**src/rtl/ccu_pkg.sv**
```systemverilog
package ccu_pkg;
  typedef enum logic [1:0] {
    OP_NONE  = 2'd0,
    OP_RD_LO = 2'd1,
    OP_RD_HI = 2'd2,
    OP_RSVD  = 2'd3
  } ccu_op_e;
endpackage

```
**src/rtl/ccu_master_ctr.sv**
```systemverilog
module ccu_master_ctr #(
  parameter int CNT_W = 64
) (
  input  logic             clk,
  input  logic             rst_n,
  input  logic             stall_i,
  input  logic             cnt_all_i,
  output logic [CNT_W-1:0] cnt_o
);
  logic             cnt_en;
  logic [CNT_W-1:0] cnt_d, cnt_q;

  always_comb begin
    cnt_en = cnt_all_i | ~stall_i;
    cnt_d  = cnt_q;
    if (cnt_en) cnt_d = cnt_q + 1'b1;
  end

  always_ff @(posedge clk or negedge rst_n) begin
    if (!rst_n) cnt_q <= '0;
    else        cnt_q <= cnt_d;
  end

  assign cnt_o = cnt_q;

  // all-cycle mode advances even when stalled
  a_r2_count_all: assert property (@(posedge clk) disable iff (!rst_n)
    cnt_all_i |=> cnt_q == $past(cnt_q) + 1'b1);
  // stall-excluding mode holds on stalled cycles
  a_r3_hold_stall: assert property (@(posedge clk) disable iff (!rst_n)
    (!cnt_all_i && stall_i) |=> $stable(cnt_q));
  // stall-excluding mode advances on free cycles
  a_r3_count_free: assert property (@(posedge clk) disable iff (!rst_n)
    (!cnt_all_i && !stall_i) |=> cnt_q == $past(cnt_q) + 1'b1);
  // silent wrap to zero
  a_r11_wrap: assert property (@(posedge clk) disable iff (!rst_n)
    (cnt_q == '1 && (cnt_all_i || !stall_i)) |=> cnt_q == '0);
endmodule

```
**src/rtl/ccu_snap_reg.sv**
```systemverilog
module ccu_snap_reg #(
  parameter int CNT_W = 64
) (
  input  logic             clk,
  input  logic             rst_n,
  input  logic             load_i,
  input  logic [CNT_W-1:0] master_i,
  output logic [CNT_W-1:0] snap_o
);
  logic [CNT_W-1:0] snap_d, snap_q;

  always_comb begin
    snap_d = snap_q;
    if (load_i) snap_d = master_i;
  end

  always_ff @(posedge clk or negedge rst_n) begin
    if (!rst_n) snap_q <= '0;
    else        snap_q <= snap_d;
  end

  assign snap_o = snap_q;

  // holds without a retiring jump
  a_r4_hold: assert property (@(posedge clk) disable iff (!rst_n)
    !load_i |=> $stable(snap_q));
  // captures the pre-increment master value
  a_r5_capture: assert property (@(posedge clk) disable iff (!rst_n)
    load_i |=> snap_q == $past(master_i));
endmodule

```
**src/rtl/ccu_rd_port.sv**
```systemverilog
module ccu_rd_port
  import ccu_pkg::*;
#(
  parameter int WORD_W = 32,
  localparam int CNT_W = 2 * WORD_W,
  localparam int NUM_WORDS = CNT_W / WORD_W
) (
  input  logic              clk,
  input  logic              rst_n,
  input  ccu_op_e           op_i,
  input  logic              guarded_i,
  input  logic              guard_lsb_i,
  input  logic [CNT_W-1:0]  snap_i,
  output logic [WORD_W-1:0] res_o,
  output logic              we_o
);
  logic [WORD_W-1:0] words [NUM_WORDS];
  logic              is_read, we_d;
  logic [WORD_W-1:0] res_d, res_q;
  logic              we_q;

  for (genvar gi = 0; gi < NUM_WORDS; gi++) begin : g_word
    assign words[gi] = snap_i[gi*WORD_W +: WORD_W];
  end

  always_comb begin
    is_read = (op_i == OP_RD_LO) || (op_i == OP_RD_HI);
    we_d    = is_read && (!guarded_i || guard_lsb_i);
    res_d   = res_q;
    if (we_d) res_d = (op_i == OP_RD_HI) ? words[1] : words[0];
  end

  always_ff @(posedge clk or negedge rst_n) begin
    if (!rst_n) begin
      res_q <= '0;
      we_q  <= 1'b0;
    end else begin
      res_q <= res_d;
      we_q  <= we_d;
    end
  end

  assign res_o = res_q;
  assign we_o  = we_q;

  // a false guard blocks the write and keeps the result
  a_r8_guard_block: assert property (@(posedge clk) disable iff (!rst_n)
    (guarded_i && !guard_lsb_i) |=> (!we_o && $stable(res_o)));
  // an unguarded read always writes
  a_r9_unguarded: assert property (@(posedge clk) disable iff (!rst_n)
    ((op_i == OP_RD_LO || op_i == OP_RD_HI) && !guarded_i) |=> we_o);
  // low read returns the issue-cycle word one clock later
  a_r10_lo_value: assert property (@(posedge clk) disable iff (!rst_n)
    (op_i == OP_RD_LO && (!guarded_i || guard_lsb_i)) |=> res_o == $past(snap_i[WORD_W-1:0]));
  // no read issued means no write
  a_r7_idle: assert property (@(posedge clk) disable iff (!rst_n)
    (op_i == OP_NONE || op_i == OP_RSVD) |=> !we_o);
endmodule

```
**src/rtl/cycle_snap_unit.sv**
```systemverilog
module cycle_snap_unit
  import ccu_pkg::*;
#(
  parameter int WORD_W = 32,
  localparam int CNT_W = 2 * WORD_W
) (
  input  logic              clk,
  input  logic              rst_n,
  input  logic              stall_i,
  input  logic              cnt_all_i,
  input  logic              jmp_retire_i,
  input  logic [1:0]        op_i,
  input  logic              guarded_i,
  input  logic              guard_lsb_i,
  output logic [WORD_W-1:0] res_o,
  output logic              res_we_o
);
  logic [CNT_W-1:0] master;
  logic [CNT_W-1:0] snap;
  ccu_op_e          op;

  assign op = ccu_op_e'(op_i);

  ccu_master_ctr #(.CNT_W(CNT_W)) u_master (
    .clk       (clk),
    .rst_n     (rst_n),
    .stall_i   (stall_i),
    .cnt_all_i (cnt_all_i),
    .cnt_o     (master)
  );

  ccu_snap_reg #(.CNT_W(CNT_W)) u_snap (
    .clk      (clk),
    .rst_n    (rst_n),
    .load_i   (jmp_retire_i),
    .master_i (master),
    .snap_o   (snap)
  );

  ccu_rd_port #(.WORD_W(WORD_W)) u_rd (
    .clk         (clk),
    .rst_n       (rst_n),
    .op_i        (op),
    .guarded_i   (guarded_i),
    .guard_lsb_i (guard_lsb_i),
    .snap_i      (snap),
    .res_o       (res_o),
    .we_o        (res_we_o)
  );

  // the first cycle after reset sees a zero snapshot
  a_r1_reset_zero: assert property (@(posedge clk) disable iff (!rst_n)
    $rose(rst_n) |-> (snap == '0 && master == '0));
endmodule

```
**config.mk**
```make
export PLATFORM = sky130hd
export DESIGN_NAME = cycle_snap_unit
export DESIGN_NICKNAME = d
export VERILOG_FILES = /design/src/rtl/ccu_pkg.sv /design/src/rtl/ccu_master_ctr.sv /design/src/rtl/ccu_snap_reg.sv /design/src/rtl/ccu_rd_port.sv /design/src/rtl/cycle_snap_unit.sv
export SDC_FILE = /design/constraint.sdc
export NUM_CORES = 1
export LEC_CHECK = 0
export BUFFER_PORTS_ARGS = -buffer_cell sky130_fd_sc_hd__buf_2
export CAP_MARGIN = 0
export CORE_MARGIN = 1.5
export CORE_UTILIZATION = 65
export CTS_CLUSTER_DIAMETER = 40
export DETAILED_ROUTE_END_ITERATION = 10
export GPL_TIMING_DRIVEN = 0
export PLACE_DENSITY_LB_ADDON = 0.05
export SETUP_SLACK_MARGIN = 0.3
export SKIP_LAST_GASP = 1
export SYNTH_ARGS = -nofsm -noshare
export SYNTH_HDL_FRONTEND = slang
export SYNTH_HIERARCHICAL = 1
export SYNTH_SLANG_ARGS = --single-unit
```
**constraint.sdc**
```tcl
create_clock -name clk -period 3.5 [get_ports clk]
set_clock_uncertainty 0.05 [all_clocks]
set_input_delay 0.7 -clock clk [delete_from_list [all_inputs] [get_ports clk]]
set_output_delay 0.7 -clock clk [all_outputs]
set_load 0.02 [all_outputs]
```
======== Word level (Yosys, flattened, before mapping) ========
Cells that the tools add are included.
storage, ports and cells
  register bits ........................... 161
  input bits .............................. 9
operators by class
  add/subtract/negate cells ............... 1
  eq/ne operators ......................... 2
  multiplexer cells ....................... 1
  bitwise operators ....................... 2
  reductions and logical operators ........ 4
operators by type and width
  cell                                                              number
  64-bit by 1-bit adder with 64-bit output (second input constant)  1
  32-bit two-way mux                                                1
  2-bit by 1-bit == test with 1-bit output (second input constant)  1
  2-bit == test (second input constant)                             1
  1-bit logical OR                                                  2
  1-bit logical AND                                                 1
  1-bit logical NOT                                                 1
  1-bit inverter                                                    1
  1-bit OR                                                          1

======== Depth between registers and ports, before layout ========
  word-level depth ........................ 3
  mapped depth ............................ 7

======== Modules after synthesis ========
The synthesis kept the hierarchy.
modules (own cells, without submodules)
  module          times used  cells each  area an instance (um2)  seq. area each (um2)
  ccu_master_ctr  1           289         3074.2                  1601.5
  ccu_snap_reg    1           135         2678.8                  1601.5
  ccu_rd_port     1           108         1913.1                  825.8

======== Worst setup path after synthesis ========
OpenSTA, ideal clock, no wires.
  path kind ............................... input to register
  from .................................... in cnt_all_i
  to ...................................... reg u_master.cnt_q[59] (netlist: u_master/cnt_o[59])
  setup time .............................. 79 ps
  data arrival time ....................... 2349 ps
  required time ........................... 3371 ps
  setup slack ............................. 1022 ps
  cell stages on the path ................. 7
  buffers on the path ..................... 2
  cell sequence ........................... nand2b_1 nand3_1 or4b_1 clkbuf_1 clkbuf_1 nor4_1 xor2_1
between the ends
  longest elaborated chain between the ends .. 1
RTL lines
  item                  line                   source
  from (decl)           cycle_snap_unit.sv:10  input logic cnt_all_i,
  1-bit OR              ccu_master_ctr.sv:14   cnt_en = cnt_all_i | ~stall_i;
  to (signal assigned)  ccu_master_ctr.sv:21   else cnt_q <= cnt_d;
  to (decl)             ccu_master_ctr.sv:11   logic [CNT_W-1:0] cnt_d, cnt_q;
Every way passes these cells.
A chain may end at the register's enable or synchronous reset.

======== Final worst setup path ========
  from .................................... reg u_master.cnt_q[0] (netlist: u_master/cnt_o[0])
  to ...................................... reg u_master.cnt_q[22] (netlist: u_master/cnt_o[22])
between the ends
  longest elaborated chain between the ends .. 1
RTL lines
  item                                      line                  source
  64-bit by 1-bit adder with 64-bit output  ccu_master_ctr.sv:16  if (cnt_en) cnt_d = cnt_q + 1'b1;
Every way passes these cells.

==> flow_results.xml <==
<?xml version="1.0" encoding="UTF-8"?>
<metrics>
  <group name="detailed_routing">
    <metric name="dr_total_vias" unit="">4347</metric>
    <metric name="wire_per_inst" unit="um">19.25</metric>
    <metric name="detail_route.drc_violations" unit="">0</metric>
    <metric name="routed_wl" unit="um">14380</metric>
    <metric name="detailedRoute.firstPassIterationCount" unit="">5</metric>
    <metric name="route.antenna.remaining_nets" unit="">0</metric>
    <metric name="avgViaCountPerCell" unit="">5.819</metric>
    <metric name="drt_iter0_markers" unit="">208</metric>
  </group>
  <group name="placement">
    <metric name="place_congestion" unit="">0.8105</metric>
    <metric name="dpl.hpwl" unit="um">9290</metric>
    <metric name="port_buffers" unit="">40</metric>
    <metric name="dp_worst_setup_slack" unit="ns">0.4272</metric>
  </group>
  <group name="cts">
    <metric name="cts.hold.buffers_added" unit="">0</metric>
    <metric name="clock_tree.htree_level_count" unit="">4</metric>
    <metric name="tritoncts_num_sinks" unit="">161</metric>
    <metric name="clk_pin_slew_worst_paths" unit="ns">0.06</metric>
    <metric name="numCtsBuffers" unit="">17</metric>
    <metric name="cts-root-buf" unit="">sky130_fd_sc_hd__clkbuf_16</metric>
    <metric name="cts_buffer_depth" unit="">2</metric>
    <metric name="postCtsSetupRepairBufs" unit="">0</metric>
    <metric name="cts_tree" unit="">done</metric>
    <metric name="worst_skew_pair.late_latency" unit="ns">0.42</metric>
    <metric name="number_of_cells_upsized_or_downsized_after_cts" unit="">0</metric>
  </group>
  <group name="floorplanning">
    <metric name="fp.dieH" unit="um">111.6</metric>
    <metric name="fp.coreArea" unit="um^2">11470</metric>
    <metric name="starting_density" unit="%">66.85</metric>
    <metric name="core.rowCount" unit="">39</metric>
    <metric name="die_area" unit="um^2">12450</metric>
    <metric name="io_pins" unit="">42</metric>
    <metric name="chipWidth" unit="um">111.6</metric>
  </group>
  <group name="global_route">
    <metric name="grt_pass1_wl" unit="um">24020</metric>
    <metric name="globalRouteOverflowTotal" unit="">0</metric>
    <metric name="number_of_global_route_vias_before_repair" unit="">4477</metric>
    <metric name="grt_max_degree" unit="">84</metric>
    <metric name="gr-usage-all-layers" unit="%">25.04</metric>
    <metric name="grt_antenna_before_repair" unit="">0</metric>
  </group>
  <group name="final_layout">
    <metric name="area.growth.synth_to_final" unit="%">13.25</metric>
    <metric name="finalNetCount" unit="">603</metric>
    <metric name="count_of_filler_cells_inserted_in_the_layout" unit="">715</metric>
    <metric name="ant_diodes" unit="">0</metric>
    <metric name="layout_cell_share_with_drive_strength_beyond_1" unit="%">36.92</metric>
  </group>
  <group name="worst_setup_path">
    <metric name="crit_path_start_kind" unit="">flip-flop</metric>
    <metric name="endpoint_kind" unit="">flip-flop</metric>
    <metric name="cp_required" unit="ns">3.79</metric>
    <metric name="timing.critical_path.fanout_max" unit="">8</metric>
    <metric name="critical_path_arrival" unit="ns">3.16</metric>
    <metric name="critical_path_class" unit="">flip-flop to flip-flop</metric>
  </group>
  <group name="sta">
    <metric name="post-route-period-util" unit="%">81.94</metric>
    <metric name="finalSetupViolCount" unit="">0</metric>
    <metric name="fmax" unit="MHz">348.7</metric>
    <metric name="finalWorstPathRequiredPeriod" unit="ns">2.868</metric>
    <metric name="tns" unit="ns">0</metric>
    <metric name="slew_headroom" unit="%">23.59</metric>
    <metric name="final_worst_setup_slack" unit="ns">0.6321</metric>
    <metric name="finalMaxSlewViolations" unit="">0</metric>
    <metric name="grt_setup_unrepaired" unit="">no</metric>
    <metric name="timing.hold.ws" unit="ns">0.2632</metric>
    <metric name="worst_slew_pin_slew" unit="ns">1.137</metric>
    <metric name="finalHoldViolCount" unit="">0</metric>
  </group>
  <group name="run_status">
    <metric name="status" unit="">completed</metric>
  </group>
  <group name="pwr">
    <metric name="p_per_area" unit="nW/um^2">530.6</metric>
    <metric name="max-vdd-ir-drop" unit="V">0.0004365</metric>
    <metric name="power_leakage" unit="nW">4.332</metric>
  </group>
  <group name="synth">
    <metric name="synth_fp_nets" unit="">543</metric>
    <metric name="ys_types" unit="">33</metric>
    <metric name="synthDominantAreaCellType" unit="">sky130_fd_sc_hd__dfrtp_1</metric>
    <metric name="synth.avg_cell_area" unit="um^2">14.41</metric>
    <metric name="ys.warnings.count" unit="">6</metric>
    <metric name="netlist.area_leader.share" unit="%">52.55</metric>
    <metric name="synth_area_leaders" unit="">sky130_fd_sc_hd__dfrtp_1, sky130_fd_sc_hd__mux2_4, sky130_fd_sc_hd__xor2_1</metric>
    <metric name="gate_count_after_technology_mapping" unit="">532</metric>
    <metric name="netlist_area" unit="um^2">7666</metric>
    <metric name="postSynthRegisterBits" unit="">161</metric>
    <metric name="synth-seq-area-share" unit="%">52.55</metric>
  </group>
  <group name="run">
    <metric name="max-cap-violations" unit="">0</metric>
  </group>
  <group name="hold_path">
    <metric name="holdCritPathClass" unit="">input pin to async pin</metric>
  </group>
</metrics>
[registers in the layout, indices dropped and copies added (netlist names)]
| register | count |
|---|---|
| u_snap/snap_o | 64 |
| u_rd/we_o | 1 |
| u_master/cnt_o | 64 |
| u_rd/res_o | 32 |
[routing by layer]
metal  GRT usage [%]  up-vias  routed length, um
met3           5.171       28                455
met5               0        -                  0
met4           10.38        0                338
met1           35.02     2218               6686
li1                -     1992                  -
met2           38.69      109               6899
[cell type report]
class                   instances  area [um^2]  share of cell area (%)
flip-flops and latches        161         4029                   46.40
multi-input cells             341         3326                   38.31
clock buffers                  27        533.0                   6.139
plain buffers                  21        277.8                   3.199
repair buffers                 41        234.0                   2.695
well taps                     143        178.9                   2.061
clock inverters                 4        70.07                  0.8070
inverters                       9        33.78                  0.3891
[where the power goes]
| part | internal, mW | switching [mW] | leakage [nW] |
|---|---|---|---|
| Sequential | 2.01 | 0.125 | 2.12 |
| Clock | 1.18 | 0.690 | 0.299 |
| Combinational | 0.323 | 0.281 | 1.92 |
| Total | 3.51 | 1.10 | 4.33 |
[cell families (layout without fill, tap and decap cells)]
| kind of cell | Yosys count | count (layout) | share of synthesized area [%] |
|---|---|---|---|
| AOI/OAI and AO/OA | 1 | 1 | 0.2122 |
| adders and majority gates | 2 | 2 | 0.3264 |
| and+or+nand+nor | 147 | 147 | 10.97 |
| muxes | 128 | 128 | 24.68 |
| xor gates and xnor gates | 63 | 63 | 7.198 |
| DFF | 161 | 161 | 52.55 |
| buffers and inverters | 30 | 102 | 4.064 |
[final timing paths]
kind                       slack [ns]                            from  cells after the start                              to
min reg2reg                      0.42  u_master/cnt_o[63]$_DFFE_PN0P_                      1  u_master/cnt_o[63]$_DFFE_PN0P_
min                              0.26                           rst_n                      1      u_rd/res_o[30]$_DFFE_PN0P_
max reg2reg                      0.63   u_master/cnt_o[0]$_DFFE_PN0P_                      7  u_master/cnt_o[22]$_DFFE_PN0P_
min in group clk                 0.42  u_master/cnt_o[63]$_DFFE_PN0P_                      1  u_master/cnt_o[63]$_DFFE_PN0P_
max in group asynchronous        2.30                           rst_n                      2   u_snap/snap_o[52]$_DFFE_PN0P_
max                              0.63   u_master/cnt_o[0]$_DFFE_PN0P_                      7  u_master/cnt_o[22]$_DFFE_PN0P_
[metrics by stage]
| step | cell area (um^2) | total power, mW | instances | util, % |
|---|---|---|---|---|
| 6_report | 8682 | 4.606 | 747 | 75.71 |
| 5_1_grt | 8682 | 4.773 | 747 | 75.71 |
| 4_1_cts | 8682 | 4.641 | 747 | 75.71 |
| 3_5_place_dp | 8079 | 2.768 | 716 | 70.45 |
| 3_3_place_gp | 8045 | 2.738 | 715 | 70.16 |
| 2_1_floorplan | 7666 | 2.583 | 532 | - |
[layout by cell type (no fill, tap or decap), types with 5 or more instances in the layout]
cell type                   netlist  final
sky130_fd_sc_hd__xnor2_1         27     27
sky130_fd_sc_hd__nand2_1         28     28
sky130_fd_sc_hd__and3_1           7      7
sky130_fd_sc_hd__clkbuf_1         5      8
sky130_fd_sc_hd__and4_1           5      5
sky130_fd_sc_hd__mux2_4         120    120
sky130_fd_sc_hd__nor4_1           9      9
sky130_fd_sc_hd__dfrtp_1        161    161
sky130_fd_sc_hd__buf_6            7      8
sky130_fd_sc_hd__nor3_1          20     20
sky130_fd_sc_hd__buf_12           9      9
sky130_fd_sc_hd__nand4_1         14     14
sky130_fd_sc_hd__xor2_1          36     36
sky130_fd_sc_hd__clkbuf_16        0     17
sky130_fd_sc_hd__inv_1            9      9
sky130_fd_sc_hd__clkbuf_8         0      7
sky130_fd_sc_hd__nor2_1          19     19
sky130_fd_sc_hd__nand3_1         25     25
sky130_fd_sc_hd__mux2_2           8      8
sky130_fd_sc_hd__buf_2            0     39
[critical path, cell delays in order, from the launching register on]
cell	delay, ns
sky130_fd_sc_hd__dfrtp_1	0.42
sky130_fd_sc_hd__ha_1	0.23
sky130_fd_sc_hd__nand4_1	0.24
sky130_fd_sc_hd__or4b_1	0.67
sky130_fd_sc_hd__or2_2	0.33
sky130_fd_sc_hd__clkbuf_1	0.29
sky130_fd_sc_hd__nor3_1	0.35
sky130_fd_sc_hd__xor2_1	0.20
[cell usage after synthesis (all sizes together)]
cell / instances
nor2b: 1
or3: 1
and4: 5
nand3: 25
nor2: 19
a21oi: 1
nand2: 28
and3: 7
nand3b: 1
xnor2: 27
clkbuf: 5
or4b: 2
mux2: 128
or2: 2
nand2b: 2
and2: 1
or4: 4
nor3: 22
ha: 2
nor4: 11
nand4: 15
nand4b: 1
dfrtp: 161
xor2: 36
inv: 9
buf: 16
Power figures use the tool's default switching activity.
